### src/rtl/fsel_pkg.sv
package fsel_pkg;

    localparam int ST_W  = 3;
    localparam int POL_W = 2;

    typedef enum logic [ST_W-1:0] {
        ST_RUN        = 3'd0,
        ST_IDLE       = 3'd1,
        ST_SQUASH     = 3'd2,
        ST_BLOCKED    = 3'd3,
        ST_WAIT_FILL  = 3'd4,
        ST_WAIT_RETRY = 3'd5,
        ST_FILL_DONE  = 3'd6,
        ST_RSVD       = 3'd7
    } thr_state_e;

    typedef enum logic [POL_W-1:0] {
        POL_FIXED  = 2'd0,
        POL_ROTATE = 2'd1,
        POL_OCC    = 2'd2,
        POL_NONE   = 2'd3
    } policy_e;

    // A thread may be served only in these states
    function automatic logic state_can_fetch(input logic [ST_W-1:0] s);
        return (s == ST_RUN) || (s == ST_IDLE) || (s == ST_FILL_DONE);
    endfunction

endpackage

### src/rtl/fsel_elig.sv
module fsel_elig #(
    parameter int NUM_THREADS = 4
) (
    input  logic [NUM_THREADS*fsel_pkg::ST_W-1:0] status_i,
    input  logic [NUM_THREADS-1:0]                active_i,
    output logic [NUM_THREADS-1:0]                elig_o
);
    import fsel_pkg::*;

    for (genvar t = 0; t < NUM_THREADS; t++) begin : g_thr
        assign elig_o[t] = active_i[t] & state_can_fetch(status_i[t*ST_W +: ST_W]);
    end

endmodule

### src/rtl/fsel_rr_list.sv
module fsel_rr_list #(
    parameter int NUM_THREADS = 4,
    parameter int TID_W       = 2
) (
    input  logic                   clk_i,
    input  logic                   rst_ni,
    input  logic [NUM_THREADS-1:0] elig_i,
    input  logic                   advance_i,
    output logic                   hit_o,
    output logic [TID_W-1:0]       win_o
);

    typedef struct packed {
        logic [NUM_THREADS-1:0][TID_W-1:0] order;
    } rr_state_t;

    rr_state_t state_d, state_q;
    logic [TID_W-1:0] pos;

    always_comb begin
        state_d = state_q;
        hit_o   = 1'b0;
        pos     = '0;
        for (int p = 0; p < NUM_THREADS; p++) begin
            if (!hit_o && elig_i[state_q.order[p]]) begin
                hit_o = 1'b1;
                pos   = TID_W'(p);
            end
        end
        win_o = state_q.order[pos];
        if (advance_i && hit_o) begin
            for (int p = 0; p < NUM_THREADS - 1; p++) begin
                state_d.order[p] = (TID_W'(p) < pos) ? state_q.order[p]
                                                     : state_q.order[p+1];
            end
            state_d.order[NUM_THREADS-1] = win_o;
        end
    end

    always_ff @(posedge clk_i) begin
        if (!rst_ni) begin
            for (int p = 0; p < NUM_THREADS; p++) begin
                state_q.order[p] <= TID_W'(p);
            end
        end else begin
            state_q <= state_d;
        end
    end

    // every thread number appears exactly once in the list
    logic [NUM_THREADS-1:0] seen;
    always_comb begin
        seen = '0;
        for (int p = 0; p < NUM_THREADS; p++) begin
            seen[state_q.order[p]] = 1'b1;
        end
    end

    assert_list_perm_R5: assert property (@(posedge clk_i) disable iff (!rst_ni)
        $countones(seen) == NUM_THREADS);

    assert_winner_tail_R3: assert property (@(posedge clk_i) disable iff (!rst_ni)
        (advance_i && hit_o) |=> state_q.order[NUM_THREADS-1] == $past(win_o));

    assert_list_hold_R9: assert property (@(posedge clk_i) disable iff (!rst_ni)
        !advance_i |=> $stable(state_q));

endmodule

### src/rtl/fsel_occ_pick.sv
module fsel_occ_pick #(
    parameter int NUM_THREADS = 4,
    parameter int CNT_W       = 6,
    parameter int TID_W       = 2
) (
    input  logic [NUM_THREADS-1:0]       elig_i,
    input  logic [NUM_THREADS*CNT_W-1:0] occ_i,
    output logic                         hit_o,
    output logic [TID_W-1:0]             win_o
);

    logic [CNT_W-1:0] best;

    // strict compare keeps the lower index on equal counts
    always_comb begin
        hit_o = 1'b0;
        win_o = '0;
        best  = '0;
        for (int t = 0; t < NUM_THREADS; t++) begin
            if (elig_i[t] && (!hit_o || occ_i[t*CNT_W +: CNT_W] > best)) begin
                hit_o = 1'b1;
                win_o = TID_W'(t);
                best  = occ_i[t*CNT_W +: CNT_W];
            end
        end
    end

endmodule

### src/rtl/fetch_thread_sel.sv
module fetch_thread_sel #(
    parameter int NUM_THREADS = 4,
    parameter int CNT_W       = 6,
    localparam int TID_W      = (NUM_THREADS > 1) ? $clog2(NUM_THREADS) : 1
) (
    input  logic                                   clk_i,
    input  logic                                   rst_ni,
    input  logic [1:0]                             policy_i,
    input  logic [NUM_THREADS*3-1:0]               status_i,
    input  logic [NUM_THREADS-1:0]                 active_i,
    input  logic [NUM_THREADS*CNT_W-1:0]           occ_i,
    input  logic                                   take_i,
    output logic                                   valid_o,
    output logic [TID_W-1:0]                       tid_o
);
    import fsel_pkg::*;

    logic [NUM_THREADS-1:0] elig;
    logic                   rr_hit, occ_hit, advance;
    logic [TID_W-1:0]       rr_win, occ_win;

    fsel_elig #(.NUM_THREADS(NUM_THREADS)) u_elig (
        .status_i (status_i),
        .active_i (active_i),
        .elig_o   (elig)
    );

    fsel_rr_list #(.NUM_THREADS(NUM_THREADS), .TID_W(TID_W)) u_rr (
        .clk_i     (clk_i),
        .rst_ni    (rst_ni),
        .elig_i    (elig),
        .advance_i (advance),
        .hit_o     (rr_hit),
        .win_o     (rr_win)
    );

    fsel_occ_pick #(.NUM_THREADS(NUM_THREADS), .CNT_W(CNT_W), .TID_W(TID_W)) u_occ (
        .elig_i (elig),
        .occ_i  (occ_i),
        .hit_o  (occ_hit),
        .win_o  (occ_win)
    );

    if (NUM_THREADS == 1) begin : g_one
        assign valid_o = elig[0];
        assign tid_o   = '0;
        assign advance = 1'b0;
    end else begin : g_multi
        always_comb begin
            valid_o = 1'b0;
            tid_o   = '0;
            unique case (policy_e'(policy_i))
                POL_FIXED:  valid_o = 1'b1;
                POL_ROTATE: begin
                    valid_o = rr_hit;
                    tid_o   = rr_hit ? rr_win : '0;
                end
                POL_OCC: begin
                    valid_o = occ_hit;
                    tid_o   = occ_hit ? occ_win : '0;
                end
                default: valid_o = 1'b0;
            endcase
        end
        assign advance = take_i & valid_o & (policy_i == POL_ROTATE);

        // some eligible thread outranks the chosen one under the occupancy rule
        logic outranked;
        always_comb begin
            outranked = 1'b0;
            for (int t = 0; t < NUM_THREADS; t++) begin
                if (elig[t] && ((occ_i[t*CNT_W +: CNT_W] > occ_i[tid_o*CNT_W +: CNT_W]) ||
                    (occ_i[t*CNT_W +: CNT_W] == occ_i[tid_o*CNT_W +: CNT_W] &&
                     TID_W'(t) < tid_o))) begin
                    outranked = 1'b1;
                end
            end
        end

        assert_sel_eligible_R2: assert property (@(posedge clk_i) disable iff (!rst_ni)
            (valid_o && policy_i != POL_FIXED) |-> elig[tid_o]);

        assert_occ_max_R7: assert property (@(posedge clk_i) disable iff (!rst_ni)
            (valid_o && policy_i == POL_OCC) |-> !outranked);

        assert_bad_policy_R8: assert property (@(posedge clk_i) disable iff (!rst_ni)
            policy_i == POL_NONE |-> !valid_o);

        assert_fixed_R6: assert property (@(posedge clk_i) disable iff (!rst_ni)
            policy_i == POL_FIXED |-> (valid_o && tid_o == '0));
    end

    assert_idle_tid_R4: assert property (@(posedge clk_i) disable iff (!rst_ni)
        !valid_o |-> tid_o == '0);

endmodule

### config.mk
export PLATFORM = sky130hd
export DESIGN_NAME = fetch_thread_sel
export DESIGN_NICKNAME = d
export VERILOG_FILES = /design/src/rtl/fsel_pkg.sv /design/src/rtl/fsel_elig.sv /design/src/rtl/fsel_rr_list.sv /design/src/rtl/fsel_occ_pick.sv /design/src/rtl/fetch_thread_sel.sv
export SDC_FILE = /design/constraint.sdc
export NUM_CORES = 1
export LEC_CHECK = 0
export ABC_CLOCK_PERIOD_IN_PS = 8300
export BUFFER_PORTS_ARGS = -buffer_cell sky130_fd_sc_hd__buf_2
export CORE_MARGIN = 2
export CORE_UTILIZATION = 46
export CTS_CLUSTER_SIZE = 16
export DETAILED_ROUTE_END_ITERATION = 16
export HOLD_SLACK_MARGIN = 0.12
export PLACE_DENSITY = 0.85
export SLEW_MARGIN = 20
export SYNTH_ARGS = -nofsm -noshare
export SYNTH_HDL_FRONTEND = slang
export SYNTH_SLANG_ARGS = --single-unit
export TNS_END_PERCENT = 20
### constraint.sdc
create_clock -name clk_i -period 8.3 [get_ports clk_i]
set_input_delay 1.66 -clock clk_i [delete_from_list [all_inputs] [get_ports clk_i]]
set_output_delay 1.66 -clock clk_i [all_outputs]
set_load 0.05 [all_outputs]
# Yosys cells after proc, flatten, opt, wreduce, memory -nomap -nowiden

Index checks and enable logic that the tools add are counted.

Muxes and demuxes: 31
Bitwise gates (word level): 9
Order comparisons: 11
Equal/unequal tests: 10
Reductions and logical operators: 32

Operator list:

| kind                                                                          | count |
|---|---|
| 6-bit greater-than comparator                                                 | 3 |
| 6-bit 2-to-1 mux                                                              | 3 |
| 2-bit by 3-bit less-than comparator with 1-bit output (second input constant) | 5 |
| 1-bit 2-to-1 mux                                                              | 14 |
| 2-bit 2-to-1 mux                                                              | 7 |
| 3-bit by 1-bit equality test with 1-bit output (second input constant)        | 4 |
| 3-bit equality test (second input constant)                                   | 4 |
| 3-bit logical NOT                                                             | 4 |
| 1-bit logical OR                                                              | 11 |
| 1-bit binary-select mux with 2-bit select                                     | 4 |
| 1-bit logical AND                                                             | 7 |
| 1-bit AND                                                                     | 6 |
| 1-bit logical NOT                                                             | 6 |
| 2-bit AND reduction                                                           | 3 |
| 2-bit binary-select mux with 2-bit select                                     | 1 |
| 1-bit by 2-bit less-than comparator with 1-bit output (first input constant)  | 2 |
| 2-bit case mux with 2 select lines                                            | 1 |
| 1-bit NOT                                                                     | 3 |
| 1-bit case mux with 3 select lines                                            | 1 |
| 2-bit by 1-bit equality test with 1-bit output (second input constant)        | 1 |
| 2-bit equality test (second input constant)                                   | 1 |
| 2-bit logical NOT                                                             | 1 |
| 2-bit less-than comparator (first input constant)                             | 1 |

Logic and storage cells: 97
Input bits: 45
Register bits after elaboration: 8

# Longest topological paths before layout

Depth in word-level cells: 22
Mapped depth: 27

# By module

Synthesis repeated with hierarchy kept, for this count alone.

Cells, all modules: 168
Area, all modules: 1457.6 um^2

Modules (own cells, without submodules):

| module           | times used | cells an instance | area each (um^2) |
|---|---|---|---|
| fsel_occ_pick    | 1          | 85                | 684.4 |
| fsel_rr_list     | 1          | 54                | 555.5 |
| fetch_thread_sel | 1          | 17                | 137.6 |
| fsel_elig        | 1          | 12                | 80.1 |

# Least setup slack after synthesis

Ideal clock, no wire load.

Kind: input to output
Start: in status_i[0]
End: out tid_o[1]
Path slack: -0.234 ns
Data required time: 6.640 ns
Cell stages on the path: 25
Data arrival time: 6.874 ns
Path through: and3b_1 > o21a_1 > clkbuf_1 > nand2_1 > ha_1 > a2111oi_0 > a21oi_1 > o21ai_1 > mux2_2 > ha_1 > nor2b_1 > o21ai_0 > a21oi_1 > a211oi_1 > o32ai_1 > clkbuf_1 > a21oi_1 > ha_1 > nor2b_1 > o21a_1 > o21ai_0 > a21oi_1 > o21ai_0 > nor2b_1 > o22ai_1

Cells in the longest elaborated chain, start to end: 20

RTL lines:

| item                                                                                   | line                   | source |
|---|---|---|
| start, declared                                                                        | fetch_thread_sel.sv:9  | `input logic [NUM_THREADS*3-1:0] status_i,` |
| 3-bit by 1-bit equality test with 1-bit output or 3-bit logical NOT (tied branches)    | fsel_pkg.sv:26         | `return (s == ST_RUN) \|\| (s == ST_IDLE) \|\| (s == ST_FILL_DONE);` |
| 1-bit logical OR                                                                       | fsel_pkg.sv:26         |  |
| 1-bit logical OR *                                                                     | fsel_pkg.sv:26         |  |
| 1-bit AND *                                                                            | fsel_elig.sv:11        | `assign elig_o[t] = active_i[t] & state_can_fetch(status_i[t*ST_W +: ST_W]);` |
| parallel branches: the longest is 15 deep, another holds 6-bit greater-than comparator | n/a                    |  |
| 2-bit case mux with 2 select lines *                                                   | fetch_thread_sel.sv:52 | `unique case (policy_e'(policy_i))` |
| end, declared                                                                          | fetch_thread_sel.sv:14 | `output logic [TID_W-1:0] tid_o` |

Mark *: on every way between the ends. The select of a mux whose other input is x is not followed.

# Worst setup path after layout

Start: in status_i[2]
End: out tid_o[1]

The elaborated chain is that of the path after synthesis.

==> results.md <==
* Leakage Power at 0.8355 nW
* Fin cells at 265
* Vias in the first global route at 1,427
* Seq cells post-synth at 8
* TritonCTS clock tree: done
* Biggest regs: u_rr.state_q: 8 flops
* Detailed Route WL at 3.560 mm
* Hold Path End: u_rr.state_q[1]
* CTS Buf Count at 3
* Max reg flops at 8
* Die Height at 59.00 um
* Compound-Gate Fraction of Synth Area at 23.92%
* Slowest stage delay, CP at 350 ps
* Largest family of logic cells by synthesized area: compound AO/OA/AOI/OAI gates
* Data required, critical path at 6640 ps
* Final hold slack at 573.5 ps
* Worst-case reg-to-reg path depth at 5
* Root buf cell: clkbuf_4
* Fillers at 261
* Final Hold Viols at 0
* Die X at 59.00 um
* Row count at 19
* Ys async rst share at 0%
* Worst vdd ir at 0.05002 mV
* Total grt overflow at 0
* Slowest-stage cell, CP: mux2_2
* Crit path kind: in -> out
* Initial antenna violation count at 0
* Post-synthesis sequential area ratio at 11.51%
* Clk_lat worst skew at 240 ps
* Vias per inst at 5.781
* Final total power at 155.5 uW
* Final worst-path cycle share at 96.65%
* Crit-path max FO at 7
* Area delta synth->final at 27.34%
* Hold path start: u_rr.state_q[1]
* Minimum clock period at 8022 ps
* H-tree Lvls at 1
* Slew @ Worst Pin at 530.6 ps
* Share of layout cells above drive strength 1 at 31.62%
* Number of port buffers at 47
* Top reg by flops: u_rr.state_q
* First-pass GRT wire length at 6.058 mm
* FF-to-FF Start: u_rr.state_q[3]
* Cell Pwr Density at 87.77 nW/um2
* Status: finished clean
* Synth Instances at 182
* Hold-fix buffers at CTS at 0
* Syn avg cell area at 7.645 um2
* Xor and xnor area share after synthesis at 0%
* Drt wl/cell at 13.43 um
* Area after detailed placement at 1694 um2
* Proportion of synthesized area in mux cells at 17.09%
* Yosys warns at 0
* Adder-Cell Fraction of Synth Area at 19.78%
* Post-synth cell types at 36
* DR iter-0 viols at 70
* Worst-path clk slew at 50 ps
* Die Footprint at 3480 um2
* Gr usage total at 22.33%
* DRT Pass-1 Iters at 4
* Dpl hpwl at 3.018 mm
* PnR worst setup slack at 277.8 ps
* Clk_skew at 2.062 ps
* Via Count at 1,532
* Remaining DRCs at 0
* Core area at 2805 um2
* Worst setup SP type: input pin
* Max_cap viols at 0
* Placed cell count at 261
* CTS Sinks at 8
* Hold WC Path Type: reg -> reg
* Worst slew margin at 64.25%
* I/O pin count at 48
* Main synth FF type: dfxtp_1
* GP Congestion at 0.8858
* Design Area, Final at 1772 um2
* Setup slack at placement at -0.2025 ps
* Synth Cell Area at 1391 um2
* CTS max path bufs at 2
* Final-stage net count at 303
* Worst EP arrival at 6360 ps
* Fmax achieved at 0.1247 GHz
* Synth Area in Simple Gates at 22.57%
* Worst hold path cell count at 2
* Slew Viols, Final at 0
* Pin count of the biggest net entering global routing at 9
* Reg2Reg Setup Slack at 6390 ps
* Syn nets at 249
* Initial Util at 49.60%
* N_diodes at 0
* Antenna violation net count after detailed routing at 0
* Worst Setup End Kind: output port
* Post-synth EDFFs at 0
* Capturing point of the worst reg2reg path: u_rr.state_q[7]
* Final Setup Violations at 0
cells by family (layout without fill, tap and decap cells):
family | count (synthesis) | in the layout
adders and majority gates | 22 | 22
buffers and inverters | 19 | 71
and+or+nand+nor | 64 | 64
AOI/OAI and AO/OA | 51 | 51
DFF | 8 | 8
muxes | 18 | 18
what timing repair did:
action / CTS / global route
setup endpoints to repair: 1 / 2
gates resized for setup: 1 / 11
pin swaps: 0 / 3
hold endpoints to repair: 0 / 0
buffers inserted: 0 / 1
cell usage in the layout (no fill, tap or decap), types with 2 or more instances in the layout:
cell type   n
ha_1       22
buf_4       6
mux4_2      4
a21o_1      2
and3b_1     4
nand4_1     2
nand2_1    14
dfxtp_1     8
o21ai_0     8
buf_2      46
o211ai_1    3
nand3_1     7
nor2b_1     8
a21oi_1    10
mux2i_1     8
o21ai_1     3
inv_1      15
o22ai_1     3
nor3_1      3
nand3b_1    2
mux2_2      6
clkbuf_4    3
o21a_1      7
nor2_1     21
a31oi_1     2
Yosys cell counts (all sizes together) (2+ instances only):
cell | number | area [um2]
nand2 | 14 | 52.55
a31oi | 2 | 12.51
clkbuf | 4 | 15.01
o22ai | 4 | 25.02
nand4 | 2 | 12.51
nor2b | 8 | 50.05
mux2 | 6 | 67.56
ha | 22 | 275.3
nor2 | 21 | 78.83
mux4 | 4 | 90.09
o21ai | 12 | 60.05
nand3 | 7 | 35.03
o21a | 8 | 60.06
o211ai | 4 | 35.03
a21oi | 11 | 58.81
inv | 15 | 56.30
dfxtp | 8 | 160.2
and3b | 4 | 35.03
mux2i | 8 | 80.08
nor3 | 3 | 15.01
a21o | 2 | 15.01
and2 | 2 | 12.52
nand3b | 2 | 15.01
how the worst max path moves through the flow:
stage,startpoint,end,slack [ps],cells after the start
floorplan,status_i[0],tid_o[0],-200,25
global placement,status_i[0],tid_o[1],120,26
detailed placement,status_i[0],tid_o[1],-0.2,26
CTS,status_i[0],tid_o[1],90,26
global route,status_i[2],tid_o[1],-40,28
finish,status_i[2],tid_o[1],280,25
critical path: cells and delay by family:
kind / cells / cell delay [ps]
AOI/OAI and AO/OA: 13 / 2210
adders and majority gates: 3 / 910
and+or+nand+nor: 5 / 750
buffers and inverters: 3 / 470
muxes: 1 / 350
per-layer routing:
| metal | up-vias | track usage [%] | share of wire (%) |
|---|---|---|---|
| met2 | 51 | 38.10 | 48 |
| li1 | 775 | - | - |
| met3 | 2 | 3.493 | 5.9 |
| met1 | 704 | 30.41 | 46 |
| met4 | 0 | 3.247 | 0.62 |
| met5 | - | 0 | 0 |
layout make-up:
| cell class | instances | area [um2] | area share [%] |
|---|---|---|---|
| multi-input cells | 155 | 1207 | 68.15 |
| repair buffers | 53 | 286.5 | 16.17 |
| flip-flops and latches | 8 | 160.2 | 9.040 |
| inverters | 15 | 56.30 | 3.178 |
| well taps | 31 | 38.79 | 2.189 |
| clock buffers | 3 | 22.52 | 1.271 |
where the power goes:
group          switching [mW]  internal [mW]  total [mW]
sequential            0.00171         0.0394      0.0411
clock                  0.0119         0.0165      0.0284
combinational          0.0455         0.0404      0.0860
metrics by stage:
stage                     TNS [ps]  utilization, %
after floorplan             -203.6               -
after global placement           0           60.39
after detailed placement   -0.2025           60.39
after CTS                        0           61.33
after global routing        -40.92           63.16
final                            0           63.16
Power figures use the tool's default switching activity.
